## config.mk

```make
export PLATFORM = sky130hd
export DESIGN_NAME = extirq_ctrl
export DESIGN_NICKNAME = d
export VERILOG_FILES = /design/src/rtl/extirq_pkg.sv /design/src/rtl/extirq_sync.sv /design/src/rtl/extirq_latch.sv /design/src/rtl/extirq_regs.sv /design/src/rtl/extirq_ctrl.sv
export SDC_FILE = /design/constraint.sdc
export NUM_CORES = 1
export LEC_CHECK = 0
export BUFFER_PORTS_ARGS = -buffer_cell sky130_fd_sc_hd__buf_2
export CORE_MARGIN = 3
export CORE_UTILIZATION = 35
export DETAILED_ROUTE_END_ITERATION = 8
export PLACE_DENSITY = 0.72
export RECOVER_POWER = 50
export REMOVE_ABC_BUFFERS = 1
export SYNTH_ARGS = -nofsm -noshare
export SYNTH_HDL_FRONTEND = slang
export SYNTH_HIERARCHICAL = 1
export SYNTH_SLANG_ARGS = --single-unit
```

## constraint.sdc

```tcl
create_clock -name clk -period 2.96 [get_ports clk]
set_clock_uncertainty 0.2 [all_clocks]
set_input_delay 0.592 -clock clk [delete_from_list [all_inputs] [get_ports clk]]
set_output_delay 0.592 -clock clk [all_outputs]
set_load 0.05 [all_outputs]
```

## src/rtl/extirq_pkg.sv

```systemverilog
package extirq_pkg;
  // Control register field positions
  localparam int FLD_MODE = 0;
  localparam int FLD_MASK = 1;
  localparam int FLD_ACK  = 2;
  localparam int FLD_PEND = 3;
  // Writable field width
  localparam int CTL_WR_W = 3;
endpackage

```

## src/rtl/extirq_sync.sv

```systemverilog
module extirq_sync #(
  parameter int STAGES = 2
) (
  input  logic clk,
  input  logic rst_n,
  input  logic pin_n,
  output logic pin_lvl,
  output logic fall
);
  localparam int PRIME_W = STAGES + 1;

  logic [STAGES-1:0]  sh_q, sh_d;
  logic               prev_q, prev_d;
  logic [PRIME_W-1:0] vld_q, vld_d;

  assign sh_d[0] = pin_n;
  genvar gi;
  generate
    for (gi = 1; gi < STAGES; gi++) begin : g_chain
      assign sh_d[gi] = sh_q[gi-1];
    end
  endgenerate

  assign pin_lvl = sh_q[STAGES-1];

  always_comb begin
    prev_d = pin_lvl;
    vld_d  = {vld_q[PRIME_W-2:0], 1'b1};
  end

  // An edge counts only once the previous sample holds a real pin value
  assign fall = vld_q[PRIME_W-1] & prev_q & ~pin_lvl;

  always_ff @(posedge clk or negedge rst_n) begin
    if (!rst_n) begin
      sh_q   <= '1;
      prev_q <= 1'b1;
      vld_q  <= '0;
    end else begin
      sh_q   <= sh_d;
      prev_q <= prev_d;
      vld_q  <= vld_d;
    end
  end
endmodule

```

## src/rtl/extirq_latch.sv

```systemverilog
module extirq_latch (
  input  logic clk,
  input  logic rst_n,
  input  logic level_mode,
  input  logic fall,
  input  logic pin_lvl,
  input  logic ack_evt,
  output logic pending
);
  logic lat_q, lat_d;
  logic ackd_q, ackd_d;

  always_comb begin
    lat_d  = lat_q;
    ackd_d = ackd_q;
    if (fall) begin
      lat_d  = 1'b1;
      ackd_d = 1'b0;
    end else if (lat_q) begin
      if (!level_mode) begin
        ackd_d = 1'b0;
        if (ack_evt) lat_d = 1'b0;
      end else if ((ack_evt || ackd_q) && pin_lvl) begin
        lat_d  = 1'b0;
        ackd_d = 1'b0;
      end else if (ack_evt) begin
        ackd_d = 1'b1;
      end
    end else begin
      ackd_d = 1'b0;
    end
  end

  always_ff @(posedge clk or negedge rst_n) begin
    if (!rst_n) begin
      lat_q  <= 1'b0;
      ackd_q <= 1'b0;
    end else begin
      lat_q  <= lat_d;
      ackd_q <= ackd_d;
    end
  end

  assign pending = lat_q;
endmodule

```

## src/rtl/extirq_regs.sv

```systemverilog
module extirq_regs
  import extirq_pkg::*;
#(
  parameter int DATA_W = 8
) (
  input  logic                clk,
  input  logic                rst_n,
  input  logic                wr_en,
  input  logic [CTL_WR_W-1:0] wdata,
  input  logic                in_break,
  input  logic                brk_clr_en,
  input  logic                pending,
  output logic                mode,
  output logic                mask,
  output logic                sw_ack,
  output logic [DATA_W-1:0]   rdata
);
  logic mode_q, mode_d;
  logic mask_q, mask_d;
  logic clr_allowed;

  assign clr_allowed = ~in_break | brk_clr_en;
  assign sw_ack      = wr_en & wdata[FLD_ACK] & clr_allowed;

  always_comb begin
    mode_d = mode_q;
    mask_d = mask_q;
    if (wr_en) begin
      mode_d = wdata[FLD_MODE];
      mask_d = wdata[FLD_MASK];
    end
  end

  always_ff @(posedge clk or negedge rst_n) begin
    if (!rst_n) begin
      mode_q <= 1'b0;
      mask_q <= 1'b0;
    end else begin
      mode_q <= mode_d;
      mask_q <= mask_d;
    end
  end

  always_comb begin
    rdata           = '0;
    rdata[FLD_MODE] = mode_q;
    rdata[FLD_MASK] = mask_q;
    rdata[FLD_PEND] = pending;
  end

  assign mode = mode_q;
  assign mask = mask_q;
endmodule

```

## src/rtl/extirq_ctrl.sv

```systemverilog
module extirq_ctrl
  import extirq_pkg::*;
#(
  parameter int          DATA_W      = 8,
  parameter int          SYNC_STAGES = 2,
  parameter int          ADDR_W      = 16,
  parameter logic [15:0] VEC_BASE    = 16'hFFFA
) (
  input  logic                clk,
  input  logic                rst_n,
  input  logic                irq_pin_n,
  input  logic                reg_wr_en,
  input  logic [CTL_WR_W-1:0] reg_wdata,
  output logic [DATA_W-1:0]   reg_rdata,
  input  logic                vec_fetch_ack,
  input  logic                in_break,
  input  logic                brk_clr_en,
  output logic                cpu_irq_req,
  output logic                irq_pending,
  output logic                pin_level,
  output logic [ADDR_W-1:0]   vec_addr
);
  logic fall, pin_lvl, mode, mask, sw_ack, pending;

  extirq_sync #(.STAGES(SYNC_STAGES)) sync_i (
    .clk(clk), .rst_n(rst_n), .pin_n(irq_pin_n),
    .pin_lvl(pin_lvl), .fall(fall)
  );

  extirq_regs #(.DATA_W(DATA_W)) regs_i (
    .clk(clk), .rst_n(rst_n), .wr_en(reg_wr_en), .wdata(reg_wdata),
    .in_break(in_break), .brk_clr_en(brk_clr_en), .pending(pending),
    .mode(mode), .mask(mask), .sw_ack(sw_ack), .rdata(reg_rdata)
  );

  extirq_latch latch_i (
    .clk(clk), .rst_n(rst_n), .level_mode(mode), .fall(fall),
    .pin_lvl(pin_lvl), .ack_evt(vec_fetch_ack | sw_ack), .pending(pending)
  );

  assign irq_pending = pending;
  assign cpu_irq_req = pending & ~mask;
  assign pin_level   = pin_lvl;
  assign vec_addr    = ADDR_W'(VEC_BASE);
endmodule

```

==> metrics, run 1 <==
commonest cells after routing, fill and taps aside=conb_1, buf_2, dfrtp_1, clkbuf_4; RSZ-0062 raised after global routing=no; Critical Path Sink Type=output port; Final setup viols=0; DRC violations left=0; VDD IR-drop max=302.4 uV; first-pass GRT wire length=1200 um; Slew Limit Fails=0; Seq/Total Area, Yosys=46.03%; # clock sinks=10; Final nets=78; Final WS setup=1.075 ns; die area=2089 um^2; RD Place Congestion=0.6791; Worst R2R Setup Slack=1.62 ns; Min-Delay Path Class=register to register; Setup TNS=0 ns; CTS-repair resized insts=0; CP max FO=4; drt wl/cell=9.146 um; IO Port Bufs=15; LEAKAGE=0.3165 nW; Final Cycle Share=63.70%; outcome=finished clean; Slowest-stage cell, CP=dfstp_1; Critical Path RT=2.17 ns; Critical path buffers and inverters=1; Initial Utilization=39.91%; core footprint=1383 um^2; routed metal-1 wirelength=265 um; fraction of layout cells with a size suffix above 1=32.84%; count of cell types in the netlist=16; CTS Buf Count=3; crit path time final=1.885 ns; mean post-synth cell area=10.41 um^2; top sig layer=met3; met3 WL=115 um; Hold Path Depth=0; worst slew pin tran=0.5215 ns; I/O Pins=37; total gr overflow=0; Slew headroom=65.23%; Crit path max-delay family=flip-flops; #FFs+latches synth=10; Critical Path Source Type=register; routed wl met2=369 um; R2R Path Start=sync_i/sh_q[1]; final hold slack=0.1479 ns; Hold Path Origin=sync_i/vld_q[1]; Synth Instances=53; Area Overhead vs Synth=4.535%; antenna violations before repair=0; Longest Clk Path Bufs=2; critical-path cell list=buf_2; most common cell after layout, fill and taps aside=conb_1; final hold vios=0; CTS tree=done; Final Cell Area=576.8 um^2; Clock Latency Late Sink=0.26 ns; largest net degree at the start of global routing=11; critical path class=register to output port; Arr. time, crit path=1.09 ns; number of global-route vias before repair=292; Worst-path clk slew=0.06 ns; synthesized area=551.8 um^2; diode count=0; peak per-stage delay on the critical path=0.56 ns; f_max=530.4 MHz; Cell Pwr Density=666.1 nW/um^2; overall routed net length=750 um; vias per std cell=3.695; Final ANT Viol Nets=0; Post-CTS Setup Bufs=0; worst slack at placement=1.327 ns; H-tree Lvls=1; total iterations of the first detailed-routing run=1; Worst Hold End=sync_i/vld_q[2]; Die Height=45.71 um; DP HPWL=622 um; DP Area=533.0 um^2; CTS root buf=clkbuf_4; Via Count=303; Synth warnings=6; Total GRT Usage=8.286%; max capacitance violation total=0; Reg2Reg Capture Point=latch_i/ackd_q; DIE WIDTH=45.71 um; Worst R2R Path Depth=2; std cell rows=13; DR iter-0 viols=0; CTS Hold Bufs=1
-- state kept, by name, indices dropped and copies added (netlist names) --
register / flops
latch_i/ackd_q: 1
latch_i/pending: 1
regs_i/mask: 1
regs_i/mode: 1
sync_i/prev_q: 1
sync_i/sh_q: 2
sync_i/vld_q: 3
-- cells in the mapped netlist --
cell type	n	share of area, %
a31oi_1	1	1.1
nor2_1	2	1.4
inv_1	2	1.4
and3b_1	1	1.6
buf_4	24	33
nand2b_1	1	1.1
dfrtp_1	7	32
a21o_1	1	1.4
nor2b_1	1	1.1
nor4b_2	1	2.7
conb_1	4	2.7
nand2_1	1	0.68
dfstp_2	3	14
or2_1	1	1.1
a21oi_1	1	0.91
mux2_2	2	4.1
-- layout make-up --
type,count,area [um^2]
sequential,10,254.0
tap,15,18.77
inverter,2,7.507
timing repair buffer,16,82.58
fill,145,805.8
clock buffer,4,36.28
multi-input combinational,35,177.7
-- worst reg2reg max path, delay by kind of cell, from the launching register on --
kind             cells  cell delay [ns]
DFF                  1             0.56
and+or+nand+nor      2             0.49
-- layer usage --
| metal | up-vias | GRT usage (%) |
|---|---|---|
| met5 | - | 0 |
| met4 | 0 | 6.818 |
| met3 | 0 | 1.186 |
| met2 | 26 | 13.09 |
| met1 | 133 | 9.804 |
| li1 | 144 | - |
-- report_power, final --
part | internal, mW | total [mW] | switching (mW)
Combinational | 0.0164 | 0.112 | 0.0960
Sequential | 0.147 | 0.152 | 0.00553
Clock | 0.0746 | 0.120 | 0.0451
Total | 0.238 | 0.384 | 0.147
-- worst max-delay path by stage --
stage	from	to	slack, ns	depth (start not counted)
after CTS	latch_i/pending	cpu_irq_req	1.06	2
after global routing	latch_i/pending	cpu_irq_req	0.98	2
after detailed placement	reg_wr_en	latch_i/pending	1.33	6
after floorplan	latch_i/pending	cpu_irq_req	0.43	1
final	sync_i/sh_q[1]	pin_level	1.07	1
after global placement	reg_wr_en	latch_i/pending	1.35	6
-- per-stage QoR --
stage               instances  utilization [%]  total power, mW
detailed placement         77            38.55           0.2668
CTS                        82            41.90           0.3922
floorplan                  47                -           0.2482
finish                     82            41.72           0.3842
global placement           77            38.55           0.2654
global route               82            41.72           0.4060
-- cell families after synthesis --
group	after synthesis	share of synthesized area, %
flops	10	46.03
simple gates	8	9.752
mux	2	4.081
other cells	4	2.720
buf+inv	26	34.01
compound gates	3	3.402
No activity file was read; power rests on OpenSTA's default activity.
==> run 2, diff against run 1 <==
clock period = 1.94 ns   (was 2.96 ns; I/O delays follow)
==> metrics, run 2 (same netlist as run 1, synthesis figures left out) <==
Pint=363.0 uW; Initial Utilization=39.91%; CTS Buf Count=3; total iterations of the first detailed-routing run=2; first-pass GRT wire length=1124 um; Largest register FFs=3; Crit path max-delay family=flip-flops; VDD IR-drop max=371.1 uV; DRC violations left=0; H-tree Lvls=1; Worst R2R Setup Slack=0.61 ns; Critical path buffers and inverters=1; final hold vios=0; Via Count=316; Min-Delay Path Class=input port to register; Critical Path RT=1.35 ns; core footprint=1383 um^2; Hold Path Depth=1; Critical Path Source Type=register; RD Place Congestion=0.6765; Critical Path Start=sync_i/sh_q[1]; worst slack at placement=0.5227 ns; Final Cycle Share=86.03%; CTS tree=done; Final Cell Area=578.1 um^2; Slowest-stage cell, CP=dfstp_1; crit path time final=1.669 ns; worst slew pin tran=0.5273 ns; CTS root buf=clkbuf_4; die area=2089 um^2; Area Overhead vs Synth=4.762%; f_max=599.2 MHz; Slew Limit Fails=0; Clock Latency Late Sink=0.26 ns; final hold slack=0.02315 ns; Die Height=45.71 um; peak per-stage delay on the critical path=0.55 ns; antenna violations before repair=0; largest net degree at the start of global routing=11; outcome=finished clean; Comb power frac=29.3%; drt wl/cell=9.110 um; I/O Pins=37; RSZ-0062 raised after global routing=no; Final WS setup=0.2711 ns; critical path class=register to output port; Final setup viols=0; Net Sw Frac=38.13%; Critical Path Sink Type=output port; Crit path depth=1; Tot Pwr=586.7 uW; Reg2Reg Capture Point=latch_i/ackd_q; max capacitance violation total=0; Total GRT Usage=8.075%; Setup TNS=0 ns; DP HPWL=596.6 um; Worst-path clk slew=0.06 ns; DIE WIDTH=45.71 um; FILL cells=138; DR iter-0 viols=2; total gr overflow=0; fraction of layout cells with a size suffix above 1=34.33%; Cell Pwr Density=1015 nW/um^2; CP max FO=4; LEAKAGE=0.3193 nW; # clock sinks=10; Post-CTS Setup Bufs=0; Arr. time, crit path=1.08 ns; IO Port Bufs=15; Regs by FF count=sync_i/vld_q (3), sync_i/sh_q (2); Clock Power Share=31.1%; R2R Path Start=sync_i/sh_q[1]; vias per std cell=3.854; std cell rows=13; Longest Clk Path Bufs=2; Final nets=78; Final ANT Viol Nets=0; Worst R2R Path Depth=2; critical-path cell list=buf_2; Critical Path End=pin_level; sequential power share=39.6%; Biggest register=sync_i/vld_q; DP Area=533.0 um^2; diode count=0; number of global-route vias before repair=273; Switch Pwr=223.7 uW; Slew headroom=64.84%; commonest cells after routing, fill and taps aside=conb_1, buf_2, dfrtp_1, clkbuf_4; most common cell after layout, fill and taps aside=conb_1; overall routed net length=747 um; CTS-repair resized insts=0
run 2: cell types whose count changed in the layout (fill, tap and decap cells not counted), sizes merged:
cell / delta
buf: +1
clkbuf: -1
run 2: metrics by stage:
step / util (%) / std cells
after detailed placement: 38.55 / 77
after CTS: 41.90 / 82
after global routing: 41.81 / 82
final: 41.81 / 82
after floorplan: - / 47
after global placement: 38.55 / 77
run 2: timing repair:
item,4_1_cts,5_1_grt
hold endpoints to repair,7,0
setup endpoints to repair,0,0
hold buffers,1,0
run 2: how the worst min path moves through the flow:
stage	startpoint	end	slack, ns
after detailed placement	rst_n	regs_i/mask	0.06
after CTS	irq_pin_n	sync_i/sh_q[0]	0.01
after global placement	rst_n	sync_i/vld_q[0]	0.05
after floorplan	rst_n	latch_i/ackd_q	-0.11
final	irq_pin_n	sync_i/sh_q[0]	0.02
after global routing	irq_pin_n	sync_i/sh_q[0]	0.007
run 2: layer usage:
metal  vias to the layer above  track usage, %  part of all wire (%)
li1                        144               -                     -
met5                         -               0                     0
met4                         0           8.523                   1.9
met2                        28           13.93                    49
met3                         2           1.186                    15
met1                       142           7.692                    34
run 2: area by class of cell:
class	instances	area (um^2)	share of cell area [%]
Sequential cell	10	254.0	43.94
Multi-Input combinational cell	35	177.7	30.74
Timing Repair Buffer	16	83.83	14.50
Clock buffer	4	36.28	6.277
Tap cell	15	18.77	3.247
Inverter	2	7.507	1.299
run 2: power groups by stage:
stage	sequential [mW]	clock, mW	combinational, mW
floorplan	0.269	0	0.110
global placement	0.236	0	0.169
detailed placement	0.237	0	0.170
CTS	0.233	0.195	0.172
global route	0.234	0.206	0.180
finish	0.232	0.183	0.172
==> run 3, diff against run 2 <==
PLACE_DENSITY = 0.73   (was 0.72)
REMOVE_ABC_BUFFERS = not set   (was 1)
SYNTH_HIERARCHICAL = not set   (was 1)
==> metrics, run 3 <==
outcome=finished clean; Final Cell Area=568.0 um^2; Post-CTS Setup Bufs=0; max capacitance violation total=0; count of cell types in the netlist=13; area of the multi-input gates=171.4 um^2; Yosys top cell area share=33.88%; Critical path buffers and inverters=1; die area=2023 um^2; IO Port Bufs=15; VDD IR-drop max=423.9 uV; Total GRT Usage=8.768%; final hold vios=0; DP Area=523.0 um^2; FILL cells=146; number of enable flip-flop cells after synthesis=0; first-pass GRT wire length=1221 um; Synth area leader=buf_4; Cell Pwr Density=1039 nW/um^2; Synth warnings=0; vias per std cell=3.825; critical path class=register to output port; most common cell after layout, fill and taps aside=conb_1; Clock Latency Late Sink=0.26 ns; async set or reset register ratio after synthesis=100.0%; DR iter-0 viols=0; top-count cell post-synth=buf_4; fraction of layout cells with a size suffix above 1=33.85%; Min-Delay Path Class=input port to register; Critical Path Sink Type=output port; Longest Clk Path Bufs=2; RD Place Congestion=0.6429; Seq. cell area=254.0 um^2; Critical Path RT=1.35 ns; Area Overhead vs Synth=6.824%; Seq/Total Area, Yosys=47.76%; overall routed net length=807 um; CTS-repair resized insts=0; final hold slack=0.02561 ns; Largest register FFs=3; Final WS setup=0.2254 ns; # clock sinks=10; Final setup viols=0; mean post-synth cell area=10.85 um^2; Die Height=44.98 um; crit path time final=1.715 ns; antenna violations before repair=0; total iterations of the first detailed-routing run=1; drt wl/cell=10.09 um; peak per-stage delay on the critical path=0.58 ns; Critical Path Source Type=register; critical-path cell list=buf_2; Synth Instances=49; Slew Limit Fails=0; Arr. time, crit path=1.13 ns; number of global-route vias before repair=283; std cell rows=13; Main synth FF type=dfrtp_1; CTS root buf=clkbuf_4; Final Cycle Share=88.38%; Initial Utilization=38.92%; Worst-path clk slew=0.06 ns; Worst R2R Setup Slack=0.79 ns; RSZ-0062 raised after global routing=no; f_max=583.2 MHz; synthesized area=531.8 um^2; DRC violations left=0; Crit path max-delay family=flip-flops; I/O Pins=37; commonest cells after routing, fill and taps aside=conb_1, buf_2, dfrtp_1, nand2_1, clkbuf_4; CTS tree=done; largest cells by area after synthesis=buf_4, dfrtp_1, dfstp_2, mux2_1, nand2_1; Regs by FF count=sync_i.vld_q (3), sync_i.sh_q (2); H-tree Lvls=1; CTS Hold Bufs=1; DIE WIDTH=44.98 um; Final ANT Viol Nets=0; total gr overflow=0; DP HPWL=702.7 um; #FFs+latches synth=10; LEAKAGE=0.3017 nW; Tot Pwr=590.2 uW; CP max FO=4; CTS Buf Count=3; diode count=0; synth cell count leaders=buf_4, dfrtp_1, nand2_1; worst slack at placement=0.5253 ns; Setup TNS=0 ns; Final nets=76; core footprint=1366 um^2; largest net degree at the start of global routing=11; Via Count=306; Slowest-stage cell, CP=dfstp_1; Biggest register=sync_i.vld_q
## run 3: cell count changes after synthesis, moves of 2 or more
cell     delta
nand2_1     +3
conb_1      -2
mux2_1      +2
mux2_2      -2
nor2_1      -2
## run 3: layer usage
metal  vias up  wire length (um)  share of wire, %  global-route usage (%)
met3         0               122                15                   2.390
met1       138               262                32                   9.296
met2        25               422                52                   14.41
li1        143                 -                 -                       -
met4         0                 0                 0                   7.018
met5         -                 0                 0                       0
## run 3: final timing paths
path                            startpoint              end  depth (start not counted)
min                              irq_pin_n   sync_i.sh_q[0]                          1
min in group asynchronous            rst_n  sync_i.vld_q[0]                          2
max                         sync_i.sh_q[1]        pin_level                          1
max in group asynchronous            rst_n    sync_i.prev_q                          2
max reg2reg                latch_i.pending   latch_i.ackd_q                          3
min reg2reg                sync_i.vld_q[1]  sync_i.vld_q[2]                          0
## run 3: kinds of logic (layout without fill, tap and decap cells)
kind of cell	Yosys count	after routing	share of synthesized area (%)
AOI/OAI and AO/OA	5	5	8.000
buffers and inverters	25	21	34.59
DFF	10	10	47.77
muxes	2	2	4.235
other	2	22	1.412
and+or+nand+nor	5	5	4.000
## run 3: power breakdown
part	leakage [nW]	internal [mW]	switching (mW)	total, mW
registers	0.116	0.224	0.0120	0.236
clock network	0.0210	0.114	0.0653	0.179
logic	0.165	0.0243	0.151	0.175
## run 3: stage by stage
step / utilization [%] / instances
after floorplan: - / 69
after detailed placement: 38.28 / 75
after global placement: 38.28 / 75
after CTS: 41.67 / 80
after global routing: 41.58 / 80
final: 41.58 / 80
## run 3: layout make-up
type / count / area share [%]
Tap cell: 15 / 3.304
Inverter: 1 / 0.6608
Clock buffer: 4 / 6.388
Sequential cell: 10 / 44.71
Multi-Input combinational cell: 34 / 30.18
Timing Repair Buffer: 16 / 14.76
